### src/rtl/pot_regif_pkg.sv
package pot_regif_pkg;
  localparam int WIPER_BITS = 7;
  localparam int CTRL_BIT = 6;
  localparam logic [4:0] ID_PREFIX = 5'b10100;
  localparam logic [7:0] ADDR_TAP = 8'h00;
  localparam logic [7:0] ADDR_CTRL = 8'h10;
  localparam logic [7:0] RESET_VALUE = 8'h40;

  typedef enum logic [2:0] {
    ST_IDLE, ST_ID, ST_ADDR, ST_WDATA, ST_RDATA, ST_SKIP
  } state_t;

  // strobes from control to datapath, each one system cycle wide
  typedef struct packed {
    logic shiftIn;
    logic setPtr;
    logic commit;
    logic loadTx;
    logic shiftTx;
  } strobe_t;
endpackage

### src/rtl/line_filter.sv
module line_filter #(
  parameter int FILTER_CYCLES = 10
) (
  input  logic clk,
  input  logic rstN,
  input  logic rawIn,
  output logic cleanOut
);
  localparam int CNT_W = (FILTER_CYCLES > 2) ? $clog2(FILTER_CYCLES) : 1;

  logic syncA, syncQ;
  logic [CNT_W-1:0] runLen;

  always_ff @(posedge clk or negedge rstN) begin
    if (!rstN) begin
      syncA <= 1'b1;
      syncQ <= 1'b1;
      cleanOut <= 1'b1;
      runLen <= '0;
    end else begin
      syncA <= rawIn;
      syncQ <= syncA;
      if (syncQ != cleanOut) begin
        if (runLen == CNT_W'(FILTER_CYCLES - 1)) begin
          cleanOut <= syncQ;
          runLen <= '0;
        end else begin
          runLen <= runLen + 1'b1;
        end
      end else begin
        runLen <= '0;
      end
    end
  end

  // an output change needs the synchronized input to have held the new level
  assert_filter_width_R9: assert property (@(posedge clk) disable iff (!rstN)
    (cleanOut != $past(cleanOut)) |-> ($past(syncQ) == cleanOut && $past(syncQ, 2) == cleanOut));
endmodule

### src/rtl/pot_i2c_datapath.sv
module pot_i2c_datapath
  import pot_regif_pkg::*;
(
  input  logic clk,
  input  logic rstN,
  input  strobe_t stb,
  input  logic sdaF,
  input  logic ackLow,
  input  logic txOn,
  output logic [7:0] rxByte,
  output logic [WIPER_BITS-1:0] wiperCode,
  output logic shutdownActive,
  output logic sdaDrive
);
  logic [7:0] rxShift, txShift, readValue;
  logic [WIPER_BITS-1:0] tapReg;
  logic runBit, ptrCtrl;

  always_comb begin
    readValue = '0;
    if (ptrCtrl) readValue[CTRL_BIT] = runBit;
    else readValue[WIPER_BITS-1:0] = tapReg;
  end

  always_ff @(posedge clk or negedge rstN) begin
    if (!rstN) begin
      rxShift <= '0;
      txShift <= '0;
      tapReg <= RESET_VALUE[WIPER_BITS-1:0];
      runBit <= RESET_VALUE[CTRL_BIT];
      ptrCtrl <= 1'b0;
    end else begin
      if (stb.shiftIn) rxShift <= {rxShift[6:0], sdaF};
      if (stb.setPtr) ptrCtrl <= (rxShift == ADDR_CTRL);
      if (stb.commit) begin
        if (ptrCtrl) runBit <= rxShift[CTRL_BIT];
        else tapReg <= rxShift[WIPER_BITS-1:0];
      end
      if (stb.loadTx) txShift <= readValue;
      else if (stb.shiftTx) txShift <= {txShift[6:0], 1'b0};
    end
  end

  assign rxByte = rxShift;
  assign wiperCode = tapReg;
  assign shutdownActive = ~runBit;
  assign sdaDrive = ackLow | (txOn & ~txShift[7]);

  // tap code only moves on a commit strobe
  assert_tap_hold_R3: assert property (@(posedge clk) disable iff (!rstN)
    !stb.commit |=> $stable(tapReg));
  // shutdown state only moves on a commit strobe
  assert_ctrl_hold_R4: assert property (@(posedge clk) disable iff (!rstN)
    !stb.commit |=> $stable(runBit));
  // acknowledge and data transmit never overlap
  assert_drive_exclusive_R6: assert property (@(posedge clk) disable iff (!rstN)
    !(ackLow && txOn));
endmodule

### src/rtl/pot_i2c_ctrl.sv
module pot_i2c_ctrl
  import pot_regif_pkg::*;
(
  input  logic clk,
  input  logic rstN,
  input  logic sclF,
  input  logic sdaF,
  input  logic [1:0] addrPins,
  input  logic [7:0] rxByte,
  output strobe_t stb,
  output logic ackLow,
  output logic txOn
);
  logic sclQ, sdaQ, ptrValid, masterAck;
  logic [3:0] bitCnt;
  state_t state, afterAck;

  wire sclRise = sclF & ~sclQ;
  wire sclFall = ~sclF & sclQ;
  wire startDet = sclF & sclQ & sdaQ & ~sdaF;
  wire stopDet = sclF & sclQ & ~sdaQ & sdaF;
  wire idMatch = (rxByte[7:3] == ID_PREFIX) && (rxByte[2:1] == addrPins);
  wire addrOk = (rxByte == ADDR_TAP) || (rxByte == ADDR_CTRL);
  wire rxPhase = (state == ST_ID) || (state == ST_ADDR) || (state == ST_WDATA);

  always_comb begin
    stb = '0;
    stb.shiftIn = sclRise && rxPhase && (bitCnt < 4'd8);
    stb.commit = sclRise && (state == ST_WDATA) && (bitCnt == 4'd8);
    stb.setPtr = sclFall && (state == ST_ADDR) && (bitCnt == 4'd8) && addrOk;
    stb.shiftTx = sclFall && (state == ST_RDATA) && (bitCnt != 4'd0) && (bitCnt < 4'd8);
    stb.loadTx = sclFall && (bitCnt == 4'd9) &&
                 (((state == ST_RDATA) && masterAck) ||
                  ((state == ST_ID) && (afterAck == ST_RDATA)));
  end

  always_ff @(posedge clk or negedge rstN) begin
    if (!rstN) begin
      sclQ <= 1'b1;
      sdaQ <= 1'b1;
      state <= ST_IDLE;
      afterAck <= ST_SKIP;
      bitCnt <= '0;
      ptrValid <= 1'b0;
      masterAck <= 1'b0;
      ackLow <= 1'b0;
      txOn <= 1'b0;
    end else begin
      sclQ <= sclF;
      sdaQ <= sdaF;
      if (startDet) begin
        state <= ST_ID;
        bitCnt <= '0;
        ackLow <= 1'b0;
        txOn <= 1'b0;
      end else if (stopDet) begin
        state <= ST_IDLE;
        bitCnt <= '0;
        ackLow <= 1'b0;
        txOn <= 1'b0;
        ptrValid <= 1'b0;
      end else if (state != ST_IDLE && state != ST_SKIP) begin
        if (sclRise) begin
          bitCnt <= bitCnt + 1'b1;
          if (bitCnt == 4'd8 && state == ST_RDATA) masterAck <= ~sdaF;
        end else if (sclFall) begin
          if (bitCnt == 4'd8) begin
            case (state)
              ST_ID:
                if (idMatch && (!rxByte[0] || ptrValid)) begin
                  ackLow <= 1'b1;
                  afterAck <= rxByte[0] ? ST_RDATA : ST_ADDR;
                end else begin
                  state <= ST_SKIP;
                end
              ST_ADDR:
                if (addrOk) begin
                  ackLow <= 1'b1;
                  ptrValid <= 1'b1;
                  afterAck <= ST_WDATA;
                end else begin
                  state <= ST_SKIP;
                end
              ST_WDATA: begin
                ackLow <= 1'b1;
                afterAck <= ST_SKIP;
              end
              default: txOn <= 1'b0;
            endcase
          end else if (bitCnt == 4'd9) begin
            bitCnt <= '0;
            ackLow <= 1'b0;
            if (state == ST_RDATA) begin
              if (masterAck) txOn <= 1'b1;
              else state <= ST_SKIP;
            end else begin
              state <= afterAck;
              txOn <= (afterAck == ST_RDATA);
            end
          end
        end
      end
    end
  end

  // a STOP leaves the line released and the engine idle
  assert_stop_idle_R8: assert property (@(posedge clk) disable iff (!rstN)
    stopDet |=> (!ackLow && !txOn && state == ST_IDLE));
  // an ignored transfer never touches SDA
  assert_skip_quiet_R2: assert property (@(posedge clk) disable iff (!rstN)
    (state == ST_SKIP) |-> (!ackLow && !txOn));
  // a commit only follows an accepted address
  assert_commit_ptr_R5: assert property (@(posedge clk) disable iff (!rstN)
    stb.commit |-> ptrValid);
  // datapath strobes are mutually exclusive
  assert_strobe_onehot_R3: assert property (@(posedge clk) disable iff (!rstN)
    $onehot0({stb.shiftIn, stb.setPtr, stb.commit, stb.loadTx, stb.shiftTx}));
endmodule

### src/rtl/pot_i2c_regif.sv
module pot_i2c_regif
  import pot_regif_pkg::*;
#(
  parameter int FILTER_CYCLES = 10
) (
  input  logic clk,
  input  logic rstN,
  input  logic sclIn,
  input  logic sdaIn,
  input  logic [1:0] addrPins,
  output logic sdaDrive,
  output logic [WIPER_BITS-1:0] wiperCode,
  output logic shutdownActive
);
  localparam int LINES = 2;

  logic [LINES-1:0] rawLines, cleanLines;
  logic sclF, sdaF, ackLow, txOn;
  logic [7:0] rxByte;
  strobe_t stb;

  assign rawLines = {sclIn, sdaIn};

  for (genvar g = 0; g < LINES; g++) begin : g_filt
    line_filter #(.FILTER_CYCLES(FILTER_CYCLES)) u_filt (
      .clk(clk), .rstN(rstN), .rawIn(rawLines[g]), .cleanOut(cleanLines[g])
    );
  end

  assign sclF = cleanLines[1];
  assign sdaF = cleanLines[0];

  pot_i2c_ctrl u_ctrl (
    .clk(clk), .rstN(rstN), .sclF(sclF), .sdaF(sdaF), .addrPins(addrPins),
    .rxByte(rxByte), .stb(stb), .ackLow(ackLow), .txOn(txOn)
  );

  pot_i2c_datapath u_dp (
    .clk(clk), .rstN(rstN), .stb(stb), .sdaF(sdaF), .ackLow(ackLow), .txOn(txOn),
    .rxByte(rxByte), .wiperCode(wiperCode), .shutdownActive(shutdownActive),
    .sdaDrive(sdaDrive)
  );
endmodule

### config.mk
export PLATFORM = sky130hd
export DESIGN_NAME = pot_i2c_regif
export DESIGN_NICKNAME = d
export VERILOG_FILES = /design/src/rtl/pot_regif_pkg.sv /design/src/rtl/line_filter.sv /design/src/rtl/pot_i2c_datapath.sv /design/src/rtl/pot_i2c_ctrl.sv /design/src/rtl/pot_i2c_regif.sv
export SDC_FILE = /design/constraint.sdc
export NUM_CORES = 1
export LEC_CHECK = 0
export BUFFER_PORTS_ARGS = -buffer_cell sky130_fd_sc_hd__buf_2
export CORE_UTILIZATION = 35
export DETAILED_ROUTE_END_ITERATION = 7
export GPL_TIMING_DRIVEN = 0
export SETUP_SLACK_MARGIN = 0.1
export SYNTH_ARGS = -nofsm -noshare
export SYNTH_HDL_FRONTEND = slang
export SYNTH_HIERARCHICAL = 1
export SYNTH_SLANG_ARGS = --single-unit
### constraint.sdc
create_clock -name clk -period 1.78 [get_ports clk]
set_input_delay 0.178 -clock clk [delete_from_list [all_inputs] [get_ports clk]]
set_output_delay 0.178 -clock clk [all_outputs]
set_load 0.05 [all_outputs]
==> flow_summary_export.csv, run 1 <==
group,metric,value,unit
sta,grt_setup_unrepaired,"true",
clocking,cts_num_sinks,55,
sta,worst_clock_skew,5.75,ps
final_layout,mostFrequentLayoutCell,"dfrtp_1",
sta,timing.final.setup_violations,15,
clocking,insertion_delay,300,ps
worst_setup_path,arrival,2240,ps
die,die-area,0.00844,mm^2
clocking,cts_root_buf,"clkbuf_8",
worst_setup_path,cp-end-kind,"flop",
clocking,cts.clk_slew.worst_paths,100,ps
die,die_height,91.9,um
synthesis,avgSynthCellArea,11.7,um^2
route,ant_nets,0,
sta,clock_period_minus_worst_slack,2040,ps
final_layout,post_layout_nonfiller_instances,393,
worst_setup_path,critical_path_peak_fanout,5,
die,initial_utilization,0.364,
synthesis,cells_after_synth,241,
sta,worst_slack,-261,ps
route,detailedRoute.firstPassIterationCount,4,
grt,grt_start_max_net_pins,56,
sta,fin_crit_sh,1.15,
power,power.total,2200,uW
final_layout,drive_above_1_share,0.467,
final_layout,area_growth,27.4,%
final_layout,most-common-layout-cells,"40 x dfrtp_1, 23 x buf_4, 18 x mux2_4, 13 x buf_2",
grt,first_global_vias,1935,
power,power.density,611,mW/mm^2
grt,global_route.overflow_total,0,
outcome,violations,"negative setup slack",
die,dieWidth,91.9,um
final_layout,multiInputGateArea,0.00156,mm^2
power,power.leakage,0.00164,uW
place,gp_congestion,0.824,
worst_setup_path,timing.setup.critical_path_class,"flop to flop",
final_layout,postLayoutCoreUtil,0.464,
synthesis,synth_unique_cells,52,
final_layout,num-nets-final,306,
synthesis,synth-seq-area-share,0.492,
place,port_buffers,14,
synthesis,post_synth_instance_area,0.00283,mm^2
die,core,0.00777,mm^2
outcome,run_status,"finished with violations",
sta,worstMarginPinSlew,700,ps
route,vias_per_cell,4.98,
synthesis,ys_top_cells_by_area,"dfrtp_1 38%, dfstp_2 11%, mux2_4 5.8%",
sta,setup_total_negative_slack,-1940,ps
grt,grt.total_usage,0.138,
synthesis,synth-edff-count,0,
worst_setup_path,startpoint_type,"flop",
grt,antenna_found_initial,0,
clocking,tritoncts,"done",
flow_run,cap_violations,0,
place,placed_cells_incl_taps,357,
clocking,number_of_buffers_inserted_during_clock_tree_synthesis,5,
synthesis,synth_fp_nets,257,
place,dpl.hpwl,3640,um
final_layout,seqCellArea,0.00140,mm^2
clocking,largest_buffer_count_on_any_clock_path,2,
synthesis,async_reset_ff_frac,1.00,
synthesis,synth_top_cell_by_area,"dfrtp_1",
sta,final_hold_viol_count,0,
sta,max-slew-margin-rel,0.534,
clocking,cts-htree-levels,2,
sta,timing.final.max_slew_violations,0,
final_layout,num-fill-cells,723,
sta,fmaxAchievable,490,MHz
route,drcViolationCount,0,
worst_setup_path,cp.required,1980,ps
synthesis,ys_seq_elements,55,
route,via_count,1959,
min_path,timing.hold.worst.class,"flop to flop",
final_layout,antenna-diode-count,0,
grt,first_pass_grt_wire_length,9420,um
power,vdd_drop_max,0.424,mV
die,ios,15,
route,avgRoutedWirePerCell,14.2,um
route,drt_first_iter_violations,107,
synthesis,synth_top_area_frac,0.381,
synthesis,synth.yosys.warnings,6,
route,totalWireLength,5570,um
synthesis,synthFlopType,"dfrtp_1",
die,rows,32,
## layout make-up
| cell class | count | area share |
|---|---|---|
| buffer | 5 | 0.0153 |
| clock buffer | 6 | 0.0201 |
| clock inverter | 2 | 0.00347 |
| multi-input combinational | 163 | 0.434 |
| tap | 102 | 0.0354 |
| inverter | 17 | 0.0177 |
| timing repair buffer | 43 | 0.0868 |
| sequential | 55 | 0.387 |
## sequential cells by signal, summed over array words and instances (netlist names)
| signal | cells |
|---|---|
| u_ctrl/txOn | 1 |
| u_ctrl/state | 3 |
| u_ctrl/ptrValid | 1 |
| u_ctrl/masterAck | 1 |
| u_ctrl/sclQ | 1 |
| u_ctrl/ackLow | 1 |
| u_ctrl/sdaQ | 1 |
| u_dp/ptrCtrl | 1 |
| g_filt.u_filt/syncA | 2 |
| g_filt.u_filt/runLen | 8 |
| u_dp/wiperCode | 7 |
| u_ctrl/bitCnt | 4 |
| u_ctrl/afterAck | 3 |
| u_dp/rxByte | 8 |
| g_filt.u_filt/syncQ | 2 |
| g_filt.u_filt/cleanOut | 2 |
| u_dp/txShift | 8 |
| u_dp/runBit | 1 |
## metal layers
layer,track usage,share of wire
met1,0.197,0.49
met2,0.215,0.48
met4,0.0299,0.0045
met3,0.0290,0.026
met5,0,0
## synth_stat cells, types with 2 or more instances
| library cell | n |
|---|---|
| dfrtp_1 | 43 |
| inv_1 | 17 |
| nor2_1 | 16 |
| nand2_1 | 14 |
| dfstp_2 | 12 |
| mux2_2 | 11 |
| mux2_4 | 11 |
| mux2i_1 | 11 |
| ha_1 | 10 |
| o21ai_0 | 10 |
| nand3_1 | 7 |
| nor2b_1 | 6 |
| xor2_1 | 6 |
| nor3_1 | 5 |
| a31oi_1 | 4 |
| nand3b_1 | 4 |
| o2bb2ai_1 | 4 |
| xnor2_1 | 4 |
| a21oi_1 | 3 |
| buf_2 | 3 |
| a211oi_1 | 2 |
| a21o_1 | 2 |
| a311oi_1 | 2 |
| clkbuf_1 | 2 |
| nand2b_1 | 2 |
| nand3b_4 | 2 |
| nor4_4 | 2 |
| or3_1 | 2 |
## through the flow
stage          setup WS (ps)  instance area [um^2]  hold slack (ps)
5_1_grt                 -287                  3600              367
2_1_floorplan           -154                  2880             -118
4_1_cts                 -249                  3480              165
6_report                -261                  3600              361
3_5_place_dp            -362                  3080              286
3_3_place_gp            -350                  3080              284
## power by group
group / total, uW / switching (uW) / internal [uW]
clock: 677 / 400 / 276
combinational: 195 / 104 / 90.5
sequential: 1330 / 34.4 / 1300
total: 2200 / 539 / 1660
## final timing paths
| kind | slack, ps | to | cells past startpoint | from |
|---|---|---|---|---|
| worst max-delay path | -260 | u_ctrl/state[0]$_DFFE_PN0P_ | 5 | u_dp/rxByte[6]$_DFFE_PN0P_ |
| worst min-delay path | 360 | g_filt[0].u_filt/syncQ$_DFF_PN1_ | 0 | g_filt[0].u_filt/syncA$_DFF_PN1_ |
| worst max register to register | -260 | u_ctrl/state[0]$_DFFE_PN0P_ | 5 | u_dp/rxByte[6]$_DFFE_PN0P_ |
| worst min register to register | 360 | g_filt[0].u_filt/syncQ$_DFF_PN1_ | 0 | g_filt[0].u_filt/syncA$_DFF_PN1_ |
| max in group asynchronous | 790 | u_dp/rxByte[6]$_DFFE_PN0P_ | 2 | rstN |
| min in group asynchronous | 490 | u_dp/txShift[5]$_DFFE_PN0P_ | 2 | rstN |
## worst max-delay path: stages, from the launching register on
cell,delay [ps]
dfrtp_2,440
or4_4,530
nor4_4,220
nor2_2,110
o32a_4,350
mux2_4,300
## logic make-up (layout without fill, tap and decap cells)
logic type	after synthesis	after routing	synth area share
AO/OA/AOI/OAI	35	35	0.0876
XOR/XNOR	10	10	0.0310
adder cells (fa/ha/maj)	10	10	0.0442
buffers and inverters	23	73	0.0345
flip-flops	55	55	0.492
multiplexers	33	33	0.141
AND/OR/NAND/NOR	75	75	0.169
## what timing repair did
action,CTS,global route
gates cloned,1,0
buffers inserted,24,6
resized for setup,37,24
hold buffers,2,1
pin swaps,7,5
endpoints found under the setup margin,36,37
hold endpoints to repair,2,42
Note: power is estimated with default switching activity, not from simulation.
==> inputs of run 2 (changes only) <==
--- a/config.mk
+++ b/config.mk
@@ -7,8 +7,10 @@
 export LEC_CHECK = 0
 export BUFFER_PORTS_ARGS = -buffer_cell sky130_fd_sc_hd__buf_2
 export CORE_UTILIZATION = 35
+export CTS_BUF_LIST = sky130_fd_sc_hd__clkbuf_16
 export DETAILED_ROUTE_END_ITERATION = 7
 export GPL_TIMING_DRIVEN = 0
+export HOLD_SLACK_MARGIN = 0.12
 export SETUP_SLACK_MARGIN = 0.1
 export SYNTH_ARGS = -nofsm -noshare
 export SYNTH_HDL_FRONTEND = slang
==> run 2 against run 1 <==
  * The run still ends with negative setup slack left
  * Highest routed layer unchanged
  * Design area grew 0.31%
  * Largest power group unchanged
  * Clock skew down 2.6 ps
  * Flip-flop and latch count stayed put
  * Routed wire length rose by 0.56%
  * Register-to-register slack improved by 20 ps
  * Critical endpoint unchanged
  * Critical path type unchanged
  * Non-clock buffer count fell by 2
  * Count of clock-buffer cells in the layout shrank 1
  * Final cell count decreased by 0.51%
  * Via count rose by 0.46%
  * Critical path depth unchanged
  * Combinational power increased by 3%
  * Setup slack better by 15 ps
==> flow_summary_export.csv, run 2 (synthesis results as in run 1) <==
group,metric,value,unit
outcome,run_status,"finished with violations",
outcome,violations,"negative setup slack",
power,power.net_switching,581,uW
sta,grt_setup_unrepaired,"true",
power,power.density,689,mW/mm^2
worst_setup_path,cell_depth_of_the_worst_flop_to_flop_path,5,
power,seqPwrFrac,0.535,
sta,setup_total_negative_slack,-2450,ps
grt,antenna_found_initial,0,
power,internal_power,1910,uW
power,vdd_drop_max,0.446,mV
sta,clock_period_minus_worst_slack,2030,ps
route,ant_nets,0,
grt,global_route.overflow_total,0,
worst_setup_path,cp.required,1960,ps
die,die_height,91.9,um
min_path,timing.hold.worst.class,"flop to flop",
sta,worst_slack,-246,ps
power,power_frac_comb,0.080,
min_path,hold_start,"g_filt[0].u_filt/syncA$_DFF_PN1_",
sta,final_hold_viol_count,0,
die,initial_utilization,0.364,
worst_setup_path,timing.setup.critical_path_class,"flop to flop",
worst_setup_path,worstReg2RegEnd,"u_ctrl/state[0]$_DFFE_PN0P_",
flow_run,cap_violations,0,
route,drt_first_iter_violations,111,
final_layout,num-nets-final,304,
power,p_clk_frac,0.384,
final_layout,antenna-diode-count,0,
final_layout,seqCellArea,0.00140,mm^2
worst_setup_path,critical_path_peak_fanout,5,
final_layout,multiInputGateArea,0.00154,mm^2
worst_setup_path,startpoint_type,"flop",
final_layout,postLayoutCoreUtil,0.465,
grt,grt_start_max_net_pins,56,
worst_setup_path,timing.reg2reg.setup_slack,-250,ps
final_layout,num-fill-cells,716,
power,swShare,0.233,
final_layout,drive_above_1_share,0.443,
clocking,cts.clk_slew.worst_paths,70,ps
grt,first_pass_grt_wire_length,9610,um
route,vias_per_cell,5.03,
route,drcViolationCount,0,
die,rows,32,
place,dpl.hpwl,3640,um
die,core,0.00777,mm^2
clocking,number_of_buffers_inserted_during_clock_tree_synthesis,5,
clocking,largest_buffer_count_on_any_clock_path,2,
sta,max-slew-margin-rel,0.535,
place,gp_congestion,0.824,
clocking,cts_num_sinks,55,
sta,fmaxAchievable,494,MHz
worst_setup_path,critical_path.reg2reg.startpoint,"u_dp/rxByte[6]$_DFFE_PN0P_",
grt,first_global_vias,1990,
sta,worst_clock_skew,3.16,ps
route,totalWireLength,5600,um
grt,grt.total_usage,0.143,
route,avgRoutedWirePerCell,14.3,um
sta,timing.final.setup_violations,17,
sta,timing.final.max_slew_violations,0,
power,power.leakage,0.00165,uW
final_layout,most-common-layout-cells,"40 x dfrtp_1, 21 x buf_4, 15 x buf_2, 14 x inv_1",
clocking,cts-htree-levels,2,
die,ios,15,
final_layout,mostFrequentLayoutCell,"dfrtp_1",
route,detailedRoute.firstPassIterationCount,4,
clocking,cts_root_buf,"clkbuf_16",
die,dieWidth,91.9,um
final_layout,area_growth,27.8,%
min_path,hold_path_end,"g_filt[0].u_filt/syncQ$_DFF_PN1_",
sta,fin_crit_sh,1.14,
min_path,number_of_instances_on_the_worst_hold_path,0,
worst_setup_path,arrival,2200,ps
worst_setup_path,cp-end-kind,"flop",
die,die-area,0.00844,mm^2
clocking,tritoncts,"done",
clocking,insertion_delay,290,ps
route,via_count,1968,
sta,worstMarginPinSlew,698,ps
place,port_buffers,14,
==> run 2: cell count changes in the layout (fill, tap and decap cells not counted), moves of 2 or more <==
cell and delta:
clkbuf_8 -6, clkbuf_16 +5, mux2_2 +5, mux2_4 -5, o21ai_0 +4, buf_2 +2
buf_4 -2, inv_1 +2, nor2_2 -2, o21ai_1 -2, o21ai_2 -2
==> run 2: how the worst max path moves through the flow <==
| stage | from | endpoint | slack [ps] | cells after the start |
|---|---|---|---|---|
| 2_1_floorplan | u_dp/rxByte[3]$_DFFE_PN0P_ | u_ctrl/state[0]$_DFFE_PN0P_ | -150 | 5 |
| 3_3_place_gp | u_ctrl/sclQ$_DFF_PN1_ | u_ctrl/state[0]$_DFFE_PN0P_ | -350 | 6 |
| 3_5_place_dp | u_ctrl/sclQ$_DFF_PN1_ | u_ctrl/state[0]$_DFFE_PN0P_ | -360 | 6 |
| 4_1_cts | u_dp/rxByte[6]$_DFFE_PN0P_ | u_ctrl/state[0]$_DFFE_PN0P_ | -250 | 5 |
| 5_1_grt | u_dp/rxByte[3]$_DFFE_PN0P_ | u_ctrl/state[0]$_DFFE_PN0P_ | -290 | 5 |
| 6_report | u_dp/rxByte[6]$_DFFE_PN0P_ | u_ctrl/state[0]$_DFFE_PN0P_ | -250 | 5 |
==> run 2: worst max-delay path, cell delays in order, from the launching register on <==
cell	delay, ps
dfrtp_2	430
or4_4	520
nor4_4	210
nor2_2	110
o32a_4	340
mux2_4	300
==> run 2: repair_timing <==
action,4_1_cts,5_1_grt
setup endpoints to repair,36,38
gates cloned,1,0
resized for setup,30,16
pin swaps,7,6
hold endpoints to repair,2,43
buffers inserted,27,3
hold buffers,2,1
==> run 2: area by class of cell <==
type	instances	share of cell area
clock buffer	5	0.0346
inverter	17	0.0177
timing repair buffer	41	0.0824
tap	102	0.0353
buffer	5	0.0121
sequential	55	0.386
clock inverter	3	0.00450
multi-input combinational	163	0.427
==> run 2: metal layers <==
layer | share of wire | routed length, um | vias up | global-route usage
met5 | 0 | 0 | - | 0
met4 | 0.0070 | 39 | 0 | 0.0299
met3 | 0.036 | 202 | 5 | 0.0406
met2 | 0.48 | 2710 | 29 | 0.221
met1 | 0.47 | 2650 | 988 | 0.199
li1 | - | - | 946 | -
==> run 2: power groups by stage <==
stage                     logic [uW]  clock network [uW]  registers, uW
after detailed placement         150                   0           1360
after global routing             230                1020           1340
after global placement           147                   0           1360
final                            200                 956           1330
after CTS                        194                 980           1330
after floorplan                  100                   0           1350
==> run 2: per-stage QoR <==
step	instances	area [um^2]	hold WS [ps]	total power (uW)	worst slack, ps
floorplan	241	2880	-118	1450	-154
global placement	357	3080	284	1510	-350
detailed placement	357	3080	286	1510	-362
CTS	388	3520	192	2510	-249
global route	391	3610	362	2590	-292
finish	391	3610	357	2490	-246
